`src/rtl/tlbm_pkg.sv`:
```
// Shared widths, command codes, entry type and the packed read-back layout
// for the tagged translation buffer. Assumes PPN and ASN fields do not overlap.
package tlbm_pkg;
    parameter int TLB_VPN_W  = 30;
    parameter int TLB_PPN_W  = 25;
    parameter int TLB_ASN_W  = 7;
    parameter int TLB_PERM_W = 4;

    localparam int F_FONR = 1;
    localparam int F_FONW = 2;
    localparam int F_GBL  = 4;
    localparam int F_GH   = 5;
    localparam int GH_W   = 2;
    localparam int F_RE   = 8;
    localparam int F_WE   = 12;
    localparam int F_PPN  = 32;
    localparam int F_ASN  = 57;

    typedef enum logic [2:0] {
        OP_SET_ASN  = 3'd0,
        OP_PTE      = 3'd1,
        OP_TAG      = 3'd2,
        OP_INV_ALL  = 3'd3,
        OP_INV_PROC = 3'd4,
        OP_INV_ONE  = 3'd5
    } tlb_op_e;

    typedef struct packed {
        logic [TLB_VPN_W-1:0]  tag;
        logic [TLB_PPN_W-1:0]  ppn;
        logic [TLB_PERM_W-1:0] re;
        logic [TLB_PERM_W-1:0] we;
        logic                  fonr;
        logic                  fonw;
        logic                  gbl;
        logic [TLB_ASN_W-1:0]  asn;
    } tlb_entry_t;

    // Extract the page-entry fields of a 64-bit word (tag and ASN left zero).
    function automatic tlb_entry_t unpack_pte(input logic [63:0] v);
        tlb_entry_t e;
        e      = '0;
        e.fonr = v[F_FONR];
        e.fonw = v[F_FONW];
        e.gbl  = v[F_GBL];
        e.re   = v[F_RE +: TLB_PERM_W];
        e.we   = v[F_WE +: TLB_PERM_W];
        e.ppn  = v[F_PPN +: TLB_PPN_W];
        return e;
    endfunction

    // Build the packed read-back word of an entry.
    function automatic logic [63:0] pack_entry(input tlb_entry_t e);
        logic [63:0] v;
        v = '0;
        v[F_FONR] = e.fonr;
        v[F_FONW] = e.fonw;
        v[F_GBL]  = e.gbl;
        v[F_RE +: TLB_PERM_W] = e.re;
        v[F_WE +: TLB_PERM_W] = e.we;
        v[F_PPN +: TLB_PPN_W] = e.ppn;
        v[F_ASN +: TLB_ASN_W] = e.asn;
        return v;
    endfunction

    // Match rule: valid, same tag, and global or same address space.
    function automatic logic entry_hit(input logic vld, input tlb_entry_t e,
                                       input logic [TLB_VPN_W-1:0] tag,
                                       input logic [TLB_ASN_W-1:0] asn);
        return vld && (e.tag == tag) && (e.gbl || (e.asn == asn));
    endfunction
endpackage

```
`src/rtl/tlbm_cam.sv`:
```
// Entry storage and match logic of one buffer. Holds ENTRIES slots with a
// valid vector, two match ports (command probe, lookup) and one read port.
// Assumes the controller issues at most one of insert/invalidate per cycle.
module tlbm_cam
    import tlbm_pkg::*;
#(
    parameter int ENTRIES = 8,
    localparam int IDX_W  = $clog2(ENTRIES)
) (
    input  logic                 clk,
    input  logic                 rst_n,
    input  logic                 wr_en,
    input  logic [IDX_W-1:0]     wr_idx,
    input  tlb_entry_t           wr_entry,
    input  logic                 inv_all,
    input  logic                 inv_proc,
    input  logic                 inv_one,
    input  logic [TLB_VPN_W-1:0] probe_tag,
    input  logic [TLB_ASN_W-1:0] probe_asn,
    output logic [ENTRIES-1:0]   probe_hit,
    input  logic [TLB_VPN_W-1:0] lk_tag,
    input  logic [TLB_ASN_W-1:0] lk_asn,
    output logic                 lk_hit,
    output logic [TLB_PPN_W-1:0] lk_ppn,
    input  logic [IDX_W-1:0]     rd_idx,
    output logic                 rd_vld,
    output tlb_entry_t           rd_entry
);
    tlb_entry_t         ent_q [ENTRIES];
    logic [ENTRIES-1:0] vld_q;
    logic [ENTRIES-1:0] gbl_vec;
    logic [ENTRIES-1:0] lk_vec;

    for (genvar g = 0; g < ENTRIES; g++) begin : g_slot
        assign gbl_vec[g]   = ent_q[g].gbl;
        assign probe_hit[g] = entry_hit(vld_q[g], ent_q[g], probe_tag, probe_asn);
        assign lk_vec[g]    = entry_hit(vld_q[g], ent_q[g], lk_tag, lk_asn);
    end

    // Valid bits: reset, invalidations, then set on insert.
    always_ff @(posedge clk) begin
        if (!rst_n) begin
            vld_q <= '0;
        end else begin
            if (inv_all)
                vld_q <= '0;
            else if (inv_proc)
                vld_q <= vld_q & gbl_vec;
            else if (inv_one)
                vld_q <= vld_q & ~probe_hit;
            else if (wr_en)
                vld_q[wr_idx] <= 1'b1;
        end
    end

    // Entry payload: written on insert only; masked by valid elsewhere.
    always_ff @(posedge clk) begin
        if (wr_en)
            ent_q[wr_idx] <= wr_entry;
    end

    // Lookup result: PPN of the lowest-numbered hitting slot.
    always_comb begin
        lk_ppn = '0;
        for (int i = ENTRIES - 1; i >= 0; i--)
            if (lk_vec[i]) lk_ppn = ent_q[i].ppn;
    end
    assign lk_hit = |lk_vec;

    // Read port.
    assign rd_vld   = vld_q[rd_idx];
    assign rd_entry = ent_q[rd_idx];

    AST_INV_ALL_EMPTY: assert property (@(posedge clk) disable iff (!rst_n)
        inv_all |=> (vld_q == '0));
    AST_INV_PROC_KEEPS_GLOBAL: assert property (@(posedge clk) disable iff (!rst_n)
        inv_proc |=> (vld_q == $past(vld_q & gbl_vec)));
    AST_INV_ONE_REMOVES: assert property (@(posedge clk) disable iff (!rst_n)
        inv_one |=> ((vld_q & $past(probe_hit)) == '0));
endmodule

```
`src/rtl/tlbm_ctrl.sv`:
```
// Command sequencer of one buffer: ASN register, staging register, insert
// ordering (selected by IS_INSN), round-robin victim pointer and the
// granularity-hint error. Assumes cmd_go is already qualified by side.
module tlbm_ctrl
    import tlbm_pkg::*;
#(
    parameter bit IS_INSN  = 1'b0,
    parameter int ENTRIES  = 8,
    parameter int PG_SHIFT = 13,
    localparam int IDX_W   = $clog2(ENTRIES)
) (
    input  logic                 clk,
    input  logic                 rst_n,
    input  logic                 cmd_go,
    input  logic [2:0]           cmd_op,
    input  logic [63:0]          cmd_data,
    input  logic [ENTRIES-1:0]   probe_hit,
    output logic [TLB_VPN_W-1:0] probe_tag,
    output logic [TLB_ASN_W-1:0] cur_asn,
    output logic                 wr_en,
    output logic [IDX_W-1:0]     wr_idx,
    output tlb_entry_t           wr_entry,
    output logic                 inv_all,
    output logic                 inv_proc,
    output logic                 inv_one,
    output logic                 gh_err
);
    logic [63:0]          stage_q;
    logic [IDX_W-1:0]     rr_q;
    logic [TLB_ASN_W-1:0] asn_q;
    logic                 err_q;

    logic                 op_asn, op_pte, op_tag;
    logic                 stage_we, ins_go, gh_bad, hit_any;
    logic [63:0]          ins_raw;
    logic [TLB_VPN_W-1:0] ins_tag, cmd_tag;
    logic [IDX_W-1:0]     hit_idx;

    assign op_asn   = cmd_go && (cmd_op == OP_SET_ASN);
    assign op_pte   = cmd_go && (cmd_op == OP_PTE);
    assign op_tag   = cmd_go && (cmd_op == OP_TAG);
    assign inv_all  = cmd_go && (cmd_op == OP_INV_ALL);
    assign inv_proc = cmd_go && (cmd_op == OP_INV_PROC);
    assign inv_one  = cmd_go && (cmd_op == OP_INV_ONE);
    assign cmd_tag  = cmd_data[PG_SHIFT +: TLB_VPN_W];

    if (IS_INSN) begin : g_insn
        assign stage_we = op_tag;
        assign ins_go   = op_pte;
        assign ins_raw  = cmd_data;
        assign ins_tag  = stage_q[PG_SHIFT +: TLB_VPN_W];
    end else begin : g_data
        assign stage_we = op_pte;
        assign ins_go   = op_tag;
        assign ins_raw  = stage_q;
        assign ins_tag  = cmd_tag;
    end

    assign gh_bad    = ins_go && (ins_raw[F_GH +: GH_W] != '0);
    assign wr_en     = ins_go && !gh_bad;
    assign probe_tag = ins_go ? ins_tag : cmd_tag;
    assign cur_asn   = asn_q;
    assign hit_any   = |probe_hit;
    assign gh_err    = err_q;

    // Lowest-numbered slot hit by the probe.
    always_comb begin
        hit_idx = '0;
        for (int i = ENTRIES - 1; i >= 0; i--)
            if (probe_hit[i]) hit_idx = IDX_W'(i);
    end

    // Victim choice and the entry to write.
    always_comb begin
        wr_idx   = hit_any ? hit_idx : rr_q;
        wr_entry = unpack_pte(ins_raw);
        wr_entry.tag = ins_tag;
        wr_entry.asn = asn_q;
        if (IS_INSN) wr_entry.we = '0;
    end

    // Sequencer state: ASN, staging, round-robin pointer, error pulse.
    always_ff @(posedge clk) begin
        if (!rst_n) begin
            stage_q <= '0;
            rr_q    <= '0;
            asn_q   <= '0;
            err_q   <= 1'b0;
        end else begin
            err_q <= gh_bad;
            if (op_asn)   asn_q   <= cmd_data[TLB_ASN_W-1:0];
            if (stage_we) stage_q <= cmd_data;
            if (wr_en && !hit_any)
                rr_q <= (rr_q == IDX_W'(ENTRIES - 1)) ? '0 : rr_q + 1'b1;
        end
    end

    AST_GH_NO_ADVANCE: assert property (@(posedge clk) disable iff (!rst_n)
        gh_bad |=> (rr_q == $past(rr_q)));
    AST_INPLACE_KEEPS_PTR: assert property (@(posedge clk) disable iff (!rst_n)
        (wr_en && hit_any) |=> (rr_q == $past(rr_q)));
    AST_ERR_ONE_CYCLE: assert property (@(posedge clk) disable iff (!rst_n)
        (err_q && !gh_bad) |=> !err_q);
endmodule

```
`src/rtl/asn_tlb_maint.sv`:
```
// Top: a data buffer and an instruction buffer, each a sequencer plus slot
// storage, sharing one command port, one lookup port and one read-back port.
// Assumes at most one command per cycle.
module asn_tlb_maint
    import tlbm_pkg::*;
#(
    parameter int ENTRIES  = 8,
    parameter int PG_SHIFT = 13,
    localparam int IDX_W   = $clog2(ENTRIES)
) (
    input  logic                 clk,
    input  logic                 rst_n,
    input  logic                 cmd_valid,
    input  logic                 cmd_side,
    input  logic [2:0]           cmd_op,
    input  logic [63:0]          cmd_data,
    input  logic                 lk_side,
    input  logic [63:0]          lk_va,
    output logic                 lk_hit,
    output logic [TLB_PPN_W-1:0] lk_ppn,
    input  logic                 rd_side,
    input  logic [IDX_W-1:0]     rd_idx,
    output logic                 rd_valid,
    output logic [63:0]          rd_data,
    output logic [1:0]           gh_err
);
    logic [1:0]           s_lk_hit;
    logic [1:0]           s_rd_vld;
    logic [TLB_PPN_W-1:0] s_lk_ppn [2];
    tlb_entry_t           s_rd_ent [2];
    logic [TLB_VPN_W-1:0] lk_tag;

    assign lk_tag = lk_va[PG_SHIFT +: TLB_VPN_W];

    for (genvar s = 0; s < 2; s++) begin : g_side
        logic                 go, wr_en, inv_all, inv_proc, inv_one;
        logic [ENTRIES-1:0]   probe_hit;
        logic [TLB_VPN_W-1:0] probe_tag;
        logic [TLB_ASN_W-1:0] cur_asn;
        logic [IDX_W-1:0]     wr_idx;
        tlb_entry_t           wr_entry;

        assign go = cmd_valid && (cmd_side == 1'(s));

        tlbm_ctrl #(
            .IS_INSN (s == 1),
            .ENTRIES (ENTRIES),
            .PG_SHIFT(PG_SHIFT)
        ) ctrl_i (
            .clk      (clk),
            .rst_n    (rst_n),
            .cmd_go   (go),
            .cmd_op   (cmd_op),
            .cmd_data (cmd_data),
            .probe_hit(probe_hit),
            .probe_tag(probe_tag),
            .cur_asn  (cur_asn),
            .wr_en    (wr_en),
            .wr_idx   (wr_idx),
            .wr_entry (wr_entry),
            .inv_all  (inv_all),
            .inv_proc (inv_proc),
            .inv_one  (inv_one),
            .gh_err   (gh_err[s])
        );

        tlbm_cam #(
            .ENTRIES(ENTRIES)
        ) cam_i (
            .clk      (clk),
            .rst_n    (rst_n),
            .wr_en    (wr_en),
            .wr_idx   (wr_idx),
            .wr_entry (wr_entry),
            .inv_all  (inv_all),
            .inv_proc (inv_proc),
            .inv_one  (inv_one),
            .probe_tag(probe_tag),
            .probe_asn(cur_asn),
            .probe_hit(probe_hit),
            .lk_tag   (lk_tag),
            .lk_asn   (cur_asn),
            .lk_hit   (s_lk_hit[s]),
            .lk_ppn   (s_lk_ppn[s]),
            .rd_idx   (rd_idx),
            .rd_vld   (s_rd_vld[s]),
            .rd_entry (s_rd_ent[s])
        );
    end

    // Output selection by side; invalid slots read back as zero.
    always_comb begin
        lk_hit   = s_lk_hit[lk_side];
        lk_ppn   = s_lk_ppn[lk_side];
        rd_valid = s_rd_vld[rd_side];
        rd_data  = rd_valid ? pack_entry(s_rd_ent[rd_side]) : '0;
    end

    AST_INSN_NO_WRITE_EN: assert property (@(posedge clk) disable iff (!rst_n)
        (rd_side && rd_valid) |-> (rd_data[F_WE +: TLB_PERM_W] == '0));
    AST_INVALID_READS_ZERO: assert property (@(posedge clk) disable iff (!rst_n)
        !rd_valid |-> (rd_data == '0));
endmodule

```
`config.mk`:
```
export PLATFORM = sky130hd
export DESIGN_NAME = asn_tlb_maint
export DESIGN_NICKNAME = d
export VERILOG_FILES = /design/src/rtl/tlbm_pkg.sv /design/src/rtl/tlbm_cam.sv /design/src/rtl/tlbm_ctrl.sv /design/src/rtl/asn_tlb_maint.sv
export SDC_FILE = /design/constraint.sdc
export NUM_CORES = 2
export LEC_CHECK = 0
export ABC_CLOCK_PERIOD_IN_PS = 15800
export BUFFER_PORTS_ARGS = -buffer_cell sky130_fd_sc_hd__clkbuf_2
export CAP_MARGIN = 20
export CORE_MARGIN = 3
export CORE_UTILIZATION = 55
export CTS_CLUSTER_DIAMETER = 50
export DETAILED_ROUTE_END_ITERATION = 8
export PLACE_DENSITY = 0.77
export SYNTH_ARGS = -nofsm -noshare
export SYNTH_HDL_FRONTEND = slang
export SYNTH_SLANG_ARGS = --single-unit
```
`constraint.sdc`:
```
create_clock -name clk -period 15.8 [get_ports clk]
set_input_delay 0.79 -clock clk [delete_from_list [all_inputs] [get_ports clk]]
set_output_delay 0.79 -clock clk [all_outputs]
set_load 0.005 [all_outputs]
```
# Word level (Yosys, flattened, before mapping)
# Memory sizes are Yosys's and may differ from the RTL's.
# Cells that the tools add are included.
dict set report word_totals {
  regBits 138
  mem_bits_rw 1136
  out_inout_bits 93
  elab_cells 273
  n_memories 2
}
# memory words width read_ports rd_clocked_by_memory_dff write_ports line_no
set memory_table {}
lappend memory_table {{g_side[0].cam_i.ent_q} 8 73 9 0 1 tlbm_cam.sv:29} ;# tlb_entry_t ent_q [ENTRIES];
lappend memory_table {{g_side[1].cam_i.ent_q} 8 69 9 0 1 tlbm_cam.sv:29}
dict set report classes {
  n_addsub 2
  magnitude_cmp 9
  eq_ne 55
  muxes 66
  bitwise_logic 12
  reduce_logical 117
}
# operator count
set ops {}
lappend ops {{$eq A30 B30 Y1} 32}
lappend ops {{$mux W25} 19}
lappend ops {{$mux W43} 3}
lappend ops {{$eq A7 B7 Y1} 16}
lappend ops {{$logic_and A1 B1 Y1} 86}
lappend ops {{$mux W64} 1}
lappend ops {{$mux W3} 20}
lappend ops {{$mux W8} 6}
lappend ops {{$and A8 B8 Y8} 4}
lappend ops {{$reduce_or A8 Y1} 4}
lappend ops {{$mux W30} 1}
lappend ops {{$logic_or A1 B1 Y1} 16}
lappend ops {{$not A8 Y8} 2}
lappend ops {{$or A8 B8 Y8} 2}
lappend ops {{$eq A3 B3 Y1 const B} 4}
lappend ops {{$lt A3 B4 Y1 const B} 3}
lappend ops {{$mux W1} 12}
lappend ops {{$add A3 B1 Y3 const B} 2}
lappend ops {{$bmux W1 S3} 2}
lappend ops {{$demux W1 S3} 2}
lappend ops {{$eq A3 B2 Y1 const B} 2}
lappend ops {{$ge A3 B1 Y1 const B} 2}
lappend ops {{$reduce_bool A3 Y1} 2}
lappend ops {{$ge A2 B2 Y1 const B} 2}
lappend ops {{other kinds (8)} 16}

# Longest topological paths before layout
dict set report logic_depth {
  word_depth 23
  mapped_depth 15
  mapped_depth_nobuf 10
}

# By module
# From an unflattened synthesis, not the netlist that was laid out.
dict set report unflattened {
  cells_unflattened 4978
  hier_area_um2 68898.6
}
# mod instances cells_per_inst area_per_inst_um2 seq_area_each_um2
set by_module_without_submodules {}
lappend by_module_without_submodules {{tlbm_cam at g_side[1].cam_i} 1 2157 31331.3 17697.0}
lappend by_module_without_submodules {{tlbm_cam at g_side[0].cam_i} 1 2103 31196.2 17697.0}
lappend by_module_without_submodules {{tlbm_ctrl at g_side[0].ctrl_i} 1 335 2874.0 980.9}
lappend by_module_without_submodules {{tlbm_ctrl at g_side[1].ctrl_i} 1 274 2526.2 820.8}
lappend by_module_without_submodules {asn_tlb_maint 1 109 970.9 0.0}

# Least setup slack after synthesis
# OpenSTA, ideal clock, no wires.
dict set report synth_path {
  kind {input to register}
  start {input cmd_op[2]}
  end {memory g_side[1].cam_i.ent_q[4][0] (netlist name) (enable)}
  setup_ns 0.666
  arrival_time_ns 9.804
  required_time_ns 15.134
  slack_ns 5.329
  stages 12
  path_buffers 3
  path_cell_list {or3b_1 > buf_2 > buf_6 > o21ai_2 > a21oi_1 > or4_1 > nor4_1 > o2111ai_1 > nor2b_1 > a21boi_2 > buf_2 > nor4_1}
}
dict set report synth_between {
  elab_chain_cells 15
  word_cells_on_any_way 42
  cone_classes {eq/ne (9); mux (12); reduce/logical (21)}
}
# element line_no
set synth_rtl {}
lappend synth_rtl {{from (decl)} asn_tlb_maint.sv:15} ;# input logic [2:0] cmd_op,
lappend synth_rtl {{$eq A3 B1 Y1 *} tlbm_ctrl.sv:40} ;# assign op_pte = cmd_go && (cmd_op == OP_PTE);
lappend synth_rtl {{$logic_and A1 B1 Y1 *} tlbm_ctrl.sv:40}
lappend synth_rtl {{$mux W30} tlbm_ctrl.sv:61} ;# assign probe_tag = ins_go ? ins_tag : cmd_tag;
lappend synth_rtl {{$eq A30 B30 Y1} tlbm_pkg.sv:70} ;# return vld && (e.tag == tag) && (e.gbl || (e.asn == asn));
lappend synth_rtl {{$logic_and A1 B1 Y1 (2 in series)} tlbm_pkg.sv:70}
lappend synth_rtl {{$mux W3 (8 in series)} tlbm_ctrl.sv:70} ;# if (probe_hit[i]) hit_idx = IDX_W'(i);
lappend synth_rtl {{$mux W3} tlbm_ctrl.sv:75} ;# wr_idx = hit_any ? hit_idx : rr_q;
lappend synth_rtl {{to (decl)} tlbm_cam.sv:29}
# Mark *: on every way between the ends. The rest lies on a longest branch, timed or not.

# Worst setup path after layout
dict set report layout_path {
  start {input cmd_op[2]}
  end {memory g_side[1].cam_i.ent_q[7][13] (netlist name) (enable)}
}
# Same word-level chain as after synthesis.

==> metrics.md <==
| Metric | Value |
|---|---|
| Area fraction in compound gates after synthesis | 0.0768 |
| Gpl congestion | 1.08 |
| Yosys Warn Count | 0 |
| Final period util | 0.419 |
| Synth top area cells | edfxtp_1 (54%), xnor2_1 (7.9%), mux4_2 (7.3%), xor2_1 (5.8%), dfxtp_1 (3.3%) |
| Fillers | ~8,500 |
| CP required | 16,160 ps |
| Die area | ~120,000 um^2 |
| Hpwl dp | about 140 mm |
| Via density | 7.03 |
| Worst vdd ir | approximately 0.10 mV |
| Iteration-0 DRC Markers | between 7,000 and 8,000 |
| First-pass GRT wire length | around 340 mm |
| Post-Synth Simple-Gate Area | 0.0947 |
| Via count | ~47,000 |
| Initial core utilization | 0.556 |
| Synth Area in XOR/XNOR | 0.136 |
| Nets | 5,203 |
| Status | finished clean |
| Share of cells above drive strength 1 | 0.165 |
| Cell Rows | around 120 |
| RSZ-0062 raised after global routing | false |
| Syn Inst Count | about 5,000 |
| Hold_buf cts | 0 |
| Fmax achieved | 151 MHz |
| Max transition margin | 0.138 |
| Fin crit period | 6620 ps |
| Multi-input gate area | 25,600 um^2 |
| H-Tree Level Count | 4 |
| Avg WL per Cell | 36.3 um |
| Clk root buf | clkbuf_16 |
| Final Hold Vio Count | 0 |
| Top Ports | around 230 |
| Post CTS Setup Buffer Count | 0 |
| Worst-path clk slew | ~60 ps |
| Pwr dens | between 100 and 150 nW/um^2 |
| Clock skew | ~38 ps |
| Post-Syn Area | between 60,000 and 70,000 um^2 |
| Final setup vio count | 0 |
| Count of cell types in the netlist | 92 |
| CP endpoint kind | flip-flop |
| Register area share after synthesis | 0.569 |
| Cell taking the most area after synthesis | edfxtp_1 |
| WL final | 243 mm |
| Largest net degree at the start of global routing | 113 |
| #FFs+latches synth | 1,242 |
| Leakage | 23.9 nW |
| CP Launch Type | input port |
| Grt ovf | 0 |
| Syn_area_per_cell | between 10 and 15 um^2 |
| Total GRT Usage | 0.398 |
| CTS Buf Count | 144 |
| FF/Latch Area | 36,200 um^2 |
| Bufs on Longest Clock Path | 3 |
| Crit path DAT | approximately 7000 ps |
| Initial antenna violation count | 15 |
| Clk sink count | 1,242 |
| CTS tree | done |
| Synth top area share | 0.536 |
| Maximum net fanout on the critical path | 39 |
| Die Wd | 346 um |
| Adder-Cell Fraction of Synth Area | 0.000786 |
| DR pass1 iterations | 8 |
| Later-pin clock latency in the skew report | 770 ps |
| Synth async-reset ratio | 0 |
| Number of max-cap violations | 0 |
| Main combinational cell family by area after synthesis | XOR/XNOR gates |
| Port-buffer cells | approximately 170 |
| TNS Setup | 0 ps |
| DIE HEIGHT | 346 um |
| Setup Crit Path Kind | in -> reg |
| DR DRC count | 0 |
| Non-filler instance count after layout | 6,693 |
| Area Overhead vs Synth | 12.0% |
| Post-synth EDFFs | 1,136 |
| Number of gates resized after cts | 0 |
| Slew at the pin closest to its max-slew limit | between 1000 and 1500 ps |
| Antenna violation net count after detailed routing | 0 |
| Prevailing post-synth register cell | edfxtp_1 |
| Vias in the first global route | ~46,000 |
| Worst hold path type | in -> reg |
| Core area | about 110,000 um^2 |
| Post-synthesis mux area share | 0.0894 |
| Pins Over Slew Limit | 0 |
| Inst Count DP | 6,423 |
==> flip-flops by register name (all words and copies together) (netlist names) <==
| name | cells |
|---|---|
| g_side.ctrl_i.stage_q | 30 |
| g_side.ctrl_i.gh_err | 2 |
| g_side.ctrl_i.rr_q | 6 |
| g_side.cam_i.vld_q | 16 |
| g_side.ctrl_i.cur_asn | 14 |
| g_side.ctrl_i.ins_raw | 38 |
| g_side.cam_i.ent_q | 1136 |
==> cell usage after synthesis, drive strengths merged (19+ instances only) <==
library cell,n
and2,23
o21ai,85
nand2b,36
xor2,420
xnor2,571
a222oi,19
dfxtp,106
nor2,193
a21boi,89
nand3,128
clkbuf,232
o22ai,57
o211a,23
mux4,207
nand2,313
inv,178
edfxtp,1136
o311ai,22
o2111ai,26
a32o,25
nand4,151
buf,111
nor4,147
nor2b,82
o31ai,32
a2111oi,40
nor3,31
a21oi,85
mux2i,68
mux2,31
==> logic make-up (layout without fill, tap and decap cells) <==
group	after synthesis	after routing
flip-flops	1242	1242
AND/OR/NAND/NOR	1174	1174
XOR/XNOR	991	991
AO/OA/AOI/OAI	658	658
buffers and inverters	526	777
multiplexers	306	306
adder cells (fa/ha/maj)	4	4
other	1	29
==> metal layers <==
metal,wire length [um],vias to the layer above,GRT usage
li1,-,18700,-
met4,18300,8,0.243
met5,170,-,0.00510
met1,84000,23100,0.518
met3,38200,1042,0.143
met2,102000,4227,0.571
==> cell type report <==
class	instances	area share
sequential	1242	0.508
multi-input combinational	3154	0.359
clock buffer	181	0.0549
timing repair buffer	334	0.0299
tap	1512	0.0265
clock inverter	79	0.0117
inverter	183	0.00963
antenna	8	0.000281
==> power breakdown <==
part | total, mW | switching [mW] | internal (mW)
Combinational | 0.507 | 0.346 | 0.161
Clock | 3.33 | 1.40 | 1.93
Sequential | 3.57 | 0.00780 | 3.57
==> worst paths after layout <==
| kind | start | end | slack (ps) | depth (start not counted) |
|---|---|---|---|---|
| setup reg to reg | g_side[1].ctrl_i.stage_q[15]$_SDFFE_PN0P_ | g_side[1].cam_i.ent_q[7][13]$_DFFE_PP_ | 9580 | 11 |
| hold reg to reg | g_side[0].ctrl_i.ins_raw[5]$_SDFFE_PN0P_ | g_side[0].ctrl_i.ins_raw[5]$_SDFFE_PN0P_ | 480 | 2 |
| setup / recovery | cmd_op[2] | g_side[1].cam_i.ent_q[7][13]$_DFFE_PP_ | 9180 | 13 |
| hold / removal | cmd_data[12] | g_side[0].ctrl_i.ins_raw[12]$_SDFFE_PN0P_ | 310 | 3 |
==> worst max-delay path, stage by stage <==
cell and delay, ps:
clkbuf_2 150, nor3b_4 200, buf_4 480, nand2_2 470, buf_4 430, a21oi_1 880
a2bb2oi_1 210, nand4_1 200, nor4_1 620, nor2_1 270, a21boi_2 680, and3_4 670
buf_4 840
==> layout by cell type, fill, tap and decap left out, types with 151 or more instances in the layout <==
master    Yosys  routed
edfxtp_1   1136    1136
xnor2_1     571     571
xor2_1      420     420
nand2_1     312     310
mux4_2      207     207
nor2_1      192     183
inv_1       178     178
clkbuf_2      0     164
buf_4        27     164
nand4_1     151     151
==> through the flow <==
stage / utilization / instance area [um^2] / hold slack (ps) / power (mW) / worst slack (ps)
3_3_place_gp: 0.580 / 66500 / 457 / 4.11 / 8310
5_1_grt: 0.622 / 71300 / 305 / 7.55 / 9270
2_1_floorplan: - / 63800 / 453 / 3.91 / 5330
6_report: 0.622 / 71300 / 310 / 7.41 / 9180
4_1_cts: 0.622 / 71300 / 282 / 7.39 / 9050
3_5_place_dp: 0.580 / 66500 / 477 / 4.12 / 8270
No activity file was read; power rests on OpenSTA's default activity.
